$ cat src/rtl/octl_pkg.sv
package octl_pkg;

    localparam int NCH   = 8;
    localparam int CNT_W = $clog2(NCH);

    typedef logic [NCH-1:0] byte_t;

    // end-of-frame information handed from the shifter to the latch
    typedef struct packed {
        logic             close;   // chip select just went high
        logic             clocked; // at least one SCK fall in the frame
        logic [CNT_W-1:0] phase;   // SCK falls modulo eight
    } frame_t;

    // wire bit position of a channel: odd channels fill the upper half
    function automatic int wire_pos(input int ch);
        if (ch % 2 == 1) return (NCH - 1) - (ch - 1) / 2;
        else             return (NCH / 2 - 1) - ch / 2;
    endfunction

    function automatic byte_t chan_to_wire(input byte_t c);
        byte_t w;
        w = '0;
        for (int ch = 0; ch < NCH; ch++) w[wire_pos(ch)] = c[ch];
        return w;
    endfunction

    function automatic byte_t wire_to_chan(input byte_t w);
        byte_t c;
        c = '0;
        for (int ch = 0; ch < NCH; ch++) c[ch] = w[wire_pos(ch)];
        return c;
    endfunction

endpackage

$ cat src/rtl/octl_sync.sv
module octl_sync #(
    parameter int               WIDTH  = 1,
    parameter int               STAGES = 2,
    parameter logic [WIDTH-1:0] INIT   = '0
) (
    input  logic             clk,
    input  logic             rst_n,
    input  logic [WIDTH-1:0] d,
    output logic [WIDTH-1:0] q
);

    logic [WIDTH-1:0] stg [STAGES];

    always_ff @(posedge clk or negedge rst_n) begin
        if (!rst_n) begin
            for (int i = 0; i < STAGES; i++) stg[i] <= INIT;
        end else begin
            stg[0] <= d;
            for (int i = 1; i < STAGES; i++) stg[i] <= stg[i-1];
        end
    end

    assign q = stg[STAGES-1];

endmodule

$ cat src/rtl/octl_shifter.sv
module octl_shifter
    import octl_pkg::*;
(
    input  logic   clk,
    input  logic   rst_n,
    input  logic   sck_s,
    input  logic   cs_s,
    input  logic   mosi_s,
    input  byte_t  diag_wire,
    output logic   miso_q,
    output byte_t  shreg,
    output frame_t frm
);

    logic             sck_d, cs_d;
    logic             cs_fall, sck_rise, sck_fall;
    logic [CNT_W-1:0] cnt;
    logic             seen;

    always_ff @(posedge clk or negedge rst_n) begin
        if (!rst_n) begin
            sck_d <= 1'b0;
            cs_d  <= 1'b1;
        end else begin
            sck_d <= sck_s;
            cs_d  <= cs_s;
        end
    end

    assign cs_fall  = cs_d & ~cs_s;
    assign sck_rise = ~cs_s & sck_s & ~sck_d;
    assign sck_fall = ~cs_s & ~sck_s & sck_d;

    always_ff @(posedge clk or negedge rst_n) begin
        if (!rst_n) begin
            shreg  <= '0;
            cnt    <= '0;
            seen   <= 1'b0;
            miso_q <= 1'b0;
        end else if (cs_fall) begin
            shreg  <= diag_wire;
            cnt    <= '0;
            seen   <= 1'b0;
            miso_q <= diag_wire[NCH-1];
        end else begin
            if (sck_rise) miso_q <= shreg[NCH-1];
            if (sck_fall) begin
                shreg <= {shreg[NCH-2:0], mosi_s};
                cnt   <= cnt + 1'b1;
                seen  <= 1'b1;
            end
        end
    end

    assign frm.close   = cs_s & ~cs_d;
    assign frm.clocked = seen;
    assign frm.phase   = cnt;

    AST_IDLE_IGNORES_SCK: assert property (@(posedge clk) disable iff (!rst_n)
        cs_s |=> ($stable(shreg) && $stable(cnt)));

    AST_MISO_ON_RISE_ONLY: assert property (@(posedge clk) disable iff (!rst_n)
        (!sck_rise && !cs_fall) |=> $stable(miso_q));

    AST_COUNT_STEPS: assert property (@(posedge clk) disable iff (!rst_n)
        (sck_fall && !cs_fall) |=> (cnt == CNT_W'($past(cnt) + 1'b1)));

endmodule

$ cat src/rtl/spi_octal_ctrl.sv
module spi_octal_ctrl
    import octl_pkg::*;
(
    input  logic           clk,
    input  logic           rst_n,
    input  logic           supply_low,
    input  logic           sck,
    input  logic           cs_n,
    input  logic           mosi,
    input  logic [NCH-1:0] diag_i,
    output logic           miso,
    output logic           miso_oe,
    output logic [NCH-1:0] chan_on
);

    logic   rst_all_n;
    logic   cs_s, sck_s, mosi_s;
    logic   miso_q;
    byte_t  shreg;
    byte_t  latch_q;
    frame_t frm;
    logic   frame_ok;

    assign rst_all_n = rst_n & ~supply_low;

    octl_sync #(.WIDTH(3), .STAGES(2), .INIT(3'b100)) sync_i (
        .clk   (clk),
        .rst_n (rst_all_n),
        .d     ({cs_n, sck, mosi}),
        .q     ({cs_s, sck_s, mosi_s})
    );

    octl_shifter shift_i (
        .clk       (clk),
        .rst_n     (rst_all_n),
        .sck_s     (sck_s),
        .cs_s      (cs_s),
        .mosi_s    (mosi_s),
        .diag_wire (chan_to_wire(diag_i)),
        .miso_q    (miso_q),
        .shreg     (shreg),
        .frm       (frm)
    );

    assign frame_ok = frm.close & frm.clocked & (frm.phase == '0);

    always_ff @(posedge clk or negedge rst_all_n) begin
        if (!rst_all_n)    latch_q <= '0;
        else if (frame_ok) latch_q <= wire_to_chan(shreg);
    end

    assign chan_on = latch_q;
    assign miso    = miso_q;
    assign miso_oe = ~cs_s;

    AST_LATCH_FROZEN_IN_FRAME: assert property (@(posedge clk) disable iff (!rst_all_n)
        !cs_s |=> $stable(latch_q));

    AST_PARTIAL_FRAME_HOLDS: assert property (@(posedge clk) disable iff (!rst_all_n)
        (frm.close && (frm.phase != '0)) |=> $stable(latch_q));

    AST_EMPTY_FRAME_HOLDS: assert property (@(posedge clk) disable iff (!rst_all_n)
        (frm.close && !frm.clocked) |=> $stable(latch_q));

    AST_RESET_CLEARS: assert property (@(posedge clk)
        !rst_all_n |-> (chan_on == '0));

endmodule

$ cat config.mk
export PLATFORM = sky130hd
export DESIGN_NAME = spi_octal_ctrl
export DESIGN_NICKNAME = d
export VERILOG_FILES = /design/src/rtl/octl_pkg.sv /design/src/rtl/octl_sync.sv /design/src/rtl/octl_shifter.sv /design/src/rtl/spi_octal_ctrl.sv
export SDC_FILE = /design/constraint.sdc
export NUM_CORES = 1
export LEC_CHECK = 0
export BUFFER_PORTS_ARGS = -buffer_cell sky130_fd_sc_hd__buf_2
export CELL_PAD_IN_SITES_DETAIL_PLACEMENT = 1
export CELL_PAD_IN_SITES_GLOBAL_PLACEMENT = 1
export CORE_UTILIZATION = 45
export CTS_CLUSTER_DIAMETER = 80
export CTS_CLUSTER_SIZE = 28
export DETAILED_ROUTE_END_ITERATION = 7
export PLACE_DENSITY_LB_ADDON = 0.1
export SYNTH_ARGS = -nofsm -noshare
export SYNTH_HDL_FRONTEND = slang
export SYNTH_SLANG_ARGS = --single-unit
$ cat constraint.sdc
create_clock -name clk -period 3.3 [get_ports clk]
set_clock_uncertainty 0.2 [all_clocks]
set_input_delay 0.66 -clock clk [delete_from_list [all_inputs] [get_ports clk]]
set_output_delay 0.66 -clock clk [all_outputs]
set_load 0.05 [all_outputs]
After elaboration in Yosys (flattened, before gate mapping):

Cells that the tools add are included.

* input port bits: 14
* register bits after elaboration: 29
* output and inout bits: 10
* word-level logic and storage cells: 75

* reductions and logical operators: 3
* multiplexer cells: 40
* $lt $le $gt $ge: 8
* add/subtract/negate cells: 1
* bitwise operators: 14

Operators with widths (count)
* 32-bit by 5-bit less-than comparator with 1-bit output, second input constant: 8
* 32-bit 2-to-1 mux: 8
* 1-bit binary-select mux with 3-bit select: 8
* 1-bit 2-to-1 mux: 20
* 8-bit 2-to-1 mux: 2
* 1-bit AND: 9
* 3-bit 2-to-1 mux: 2
* 1-bit NOT: 5
* 2-bit nonzero test: 2
* 3-bit by 1-bit adder with 3-bit output, second input constant: 1
* 3-bit logical NOT: 1

Longest topological paths before layout:

* depth after elaboration: 8
* depth in mapped cells: 5
* mapped depth without buffers: 5

Cells and area by module:

A second synthesis with hierarchy kept.

* cell total of the unflattened synthesis: 83
* area, all modules: 1211.2 um^2

Modules (own cells, without submodules)
* octl_shifter: area each 710.7 um^2, sequential area each 376.6 um^2, cells each 54, instances 1
* spi_octal_ctrl: area each 325.3 um^2, sequential area each 200.2 um^2, cells each 20, instances 1
* octl_sync: area each 175.2 um^2, sequential area each 152.6 um^2, cells each 9, instances 1

Least setup slack after synthesis:

Ideal clock, no wire load.

* kind: register -> output
* start: register sync_i.stg, in the netlist sync_i.q[2]
* end: output miso_oe
* data arrival time: 0.881 ns
* slack: 1.559 ns
* cell stages (with the launch flop): 3
* buffers on the path: 1
* data required time: 2.440 ns
* cell sequence: dfstp_2 buf_6 inv_1

* cells in the longest elaborated chain, start to end: 1

Ends and longest elaborated chain
* from (decl): line octl_sync.sv:12 `logic [WIDTH-1:0] stg [STAGES];`
* 1-bit NOT: line spi_octal_ctrl.sv:54 `assign miso_oe = ~cs_s;`
* to (decl): line spi_octal_ctrl.sv:12 `output logic miso_oe,`

No other way between the ends.

Worst setup path in the final report:

Ends and elaborated chain as after synthesis.

==> flow_summary.json <==
{
  "status": "complete, no violations",
  "synth_area_um2": 1202,
  "drt_iter0_drc": 6,
  "dr.pass1.iters": 4,
  "synth_compound_area_share_pct": 14.67,
  "crit_chain": "inv_1, buf_2",
  "cp_num_buf_inv": 2,
  "setup_viol": 0,
  "die_w_um": 53.69,
  "vias": 835,
  "swShare_pct": 36.82,
  "async_flop_share_pct": 100.0,
  "synthesis.nets": 109,
  "cts_tree": "done",
  "path_clk_slew_ns": 0.10,
  "rows": 18,
  "gp_congestion": 0.7674,
  "wl_met3_um": 97,
  "fillers": 280,
  "multi_input_area_um2": 430.4,
  "combPwrFrac_pct": 29.3,
  "p_per_area_nw_per_um2": 776.0,
  "syn_area_per_cell_um2": 12.93,
  "worstSetupEndpointType": "output port",
  "total_leakage_power_nw": 0.6557,
  "relSlewSlack_pct": 51.35,
  "synthDominantCellAreaShare_pct": 54.11,
  "drc": 0,
  "antenna_left": 0,
  "tightest_slew_ns": 0.7282,
  "intPower_mw": 0.6999,
  "synth-seq-cells": 29,
  "synthSimpleGateAreaFrac_pct": 9.573,
  "fp.dieArea_um2": 2883,
  "ctsHoldBuffers": 0,
  "regArea_um2": 729.5,
  "cpLargestDelayFamily": "flip-flops",
  "nets": 136,
  "power_switching_mw": 0.4079,
  "routedWlPerCell_um": 17.64,
  "synthMuxAreaShare_pct": 9.261,
  "grt_max_degree": 17,
  "overflow": 0,
  "cpPeakStageDelay_ns": 0.66,
  "fmax_mhz": 440.8,
  "cp_max_fo": 12,
  "yosys_warnings": 0,
  "place_area_um2": 1339,
  "startpoint_type": "flip-flop",
  "initial_utilization_pct": 48.10,
  "syn_inst": 93,
  "routed.top_layer": "met4",
  "irDropWorstVdd_uv": 748.3,
  "antenna_cells": 0,
  "rsz0062_at_grt": "false",
  "crit_type": "reg2out",
  "synth_fa_ha_area_share_pct": 2.081,
  "io-pin-count": 24,
  "final_area_um2": 1428,
  "tns_ns": 0,
  "drv_cap": 0,
  "hold_viol_final": 0,
  "synth_edf_count": 0,
  "antenna_found_initial": 0,
  "yosys-top-cells-count": "26 x dfrtp_1, 9 x mux2_2, 9 x o22ai_1",
  "wl_met1_um": 1124,
  "synth_top_family_by_area": "compound AO/OA/AOI/OAI gates",
  "wl_met2_um": 1404,
  "cts_resized": 0,
  "power_mw": 1.108,
  "clock-root-buffer": "clkbuf_4",
  "core_area_um2": 2500,
  "period_share_pct": 68.74,
  "post_cts_buffers": 0,
  "crit_required_ns": 2.44,
  "portBuffers": 23,
  "clk-insertion-delay-late_ns": 0.33,
  "synth_xor_area_share_pct": 0,
  "hold_class": "reg2reg",
  "yosysUniqueCellTypes": 28,
  "grt_first_pass_wirelength_um": 4416,
  "clock-sinks": 29,
  "critical_path_arrival_ns": 1.41,
  "synth_top_area_cell": "dfrtp_1",
  "grt.total_usage_pct": 23.14,
  "drive_above_1_share_pct": 39.67,
  "pwr-share-clk_pct": 28.0,
  "drt_wl_total_um": 2664,
  "clk_path_buf_depth": 2,
  "area_delta_synth_final_pct": 18.73,
  "synth_ff_type": "dfrtp_1",
  "cts_buffers": 5,
  "crit_slowest_cell": "dfstp_2",
  "slew_viol_final": 0,
  "dp_hpwl_um": 1900,
  "ys_top_cells_by_area": "dfrtp_1 54%, mux2_2 8.4%, dfstp_2 6.6%",
  "htree_levels": 2,
  "synth_most_common_cell": "dfrtp_1",
  "pwr-share-seq_pct": 42.7,
  "vias_per_cell": 5.530,
  "die_h_um": 53.69,
  "first_global_vias": 899,
  "fin_crit_ns": 2.269,
  "ys_seq_area_share_pct": 60.67,
  "fin_util_pct": 57.11
}
## power by group through the flow
stage	Clock [mW]	Combinational [mW]	Sequential [mW]
final	0.310	0.324	0.473
after global routing	0.333	0.347	0.483
after CTS	0.315	0.328	0.474
after detailed placement	0	0.326	0.481
after global placement	0	0.319	0.474
after floorplan	0	0.0933	0.628
## area by class of cell
class                           instances  area share (%)
Tap cell                               30           2.629
Clock inverter                          2           2.629
Multi-Input combinational cell         55           30.15
Inverter                                5           1.315
Sequential cell                        29           51.10
Timing Repair Buffer                   24           8.589
Clock buffer                            6           3.593
## final timing paths
path	startpoint	endpoint	slack, ns	depth (start not counted)
min in group asynchronous	rst_n	shift_i.sck_d	0.26	2
worst min-delay path	sync_i.stg[4]	sync_i.q[1]	0.16	0
worst min register to register	sync_i.stg[4]	sync_i.q[1]	0.16	0
worst max-delay path	sync_i.q[2]	miso_oe	1.03	2
max in group asynchronous	supply_low	chan_on[5]	1.94	3
worst max register to register	sync_i.q[1]	shift_i.cnt[0]	1.43	3
## registers in the layout, summed over array words and instances (netlist names)
signal,count
chan_on,8
shift_i.cnt,3
shift_i.cs_d,1
shift_i.miso_q,1
shift_i.sck_d,1
shift_i.seen,1
shift_i.shreg,8
sync_i.q,3
sync_i.stg,3
## cell families (layout without fill, tap and decap cells)
kind of cell             Yosys count  in the layout
adder cells (fa/ha/maj)            2              2
flip-flops                        29             29
buffers and inverters              9             37
AO/OA/AOI/OAI                     27             27
multiplexers                      10             10
AND/OR/NAND/NOR                   16             16
## cell usage in the layout (no fill, tap or decap), types with 2 or more instances in the layout
master | synthesis | layout
dfrtp_1 | 26 | 26
clkbuf_4 | 0 | 5
inv_1 | 4 | 4
dfstp_2 | 3 | 3
a21oi_1 | 5 | 5
and2_1 | 4 | 4
nor2b_1 | 3 | 2
a31oi_1 | 4 | 4
ha_1 | 2 | 2
mux2_2 | 9 | 9
buf_2 | 3 | 23
o2bb2ai_1 | 4 | 4
o22ai_1 | 9 | 9
nor2_4 | 2 | 2
## layer usage
metal	up-vias	GRT usage (%)
met2	20	37.65
met4	0	11.84
met1	418	28.10
li1	392	-
met3	5	5.932
met5	-	0
## per-stage QoR
step	std cells	hold slack (ns)	setup WS, ns
CTS	151	0.1593	1.006
detailed placement	143	0.1365	1.395
floorplan	93	0.1312	0.7648
finish	151	0.1575	1.031
global placement	143	0.1342	1.430
global route	151	0.1709	0.9411
## worst register-to-register path, cell delays in order (launching register included)
cell and delay (ns):
dfrtp_1 0.44, nor2b_1 0.60, o21ai_2 0.22, mux2_2 0.31
(Power assumes the default switching activity.)
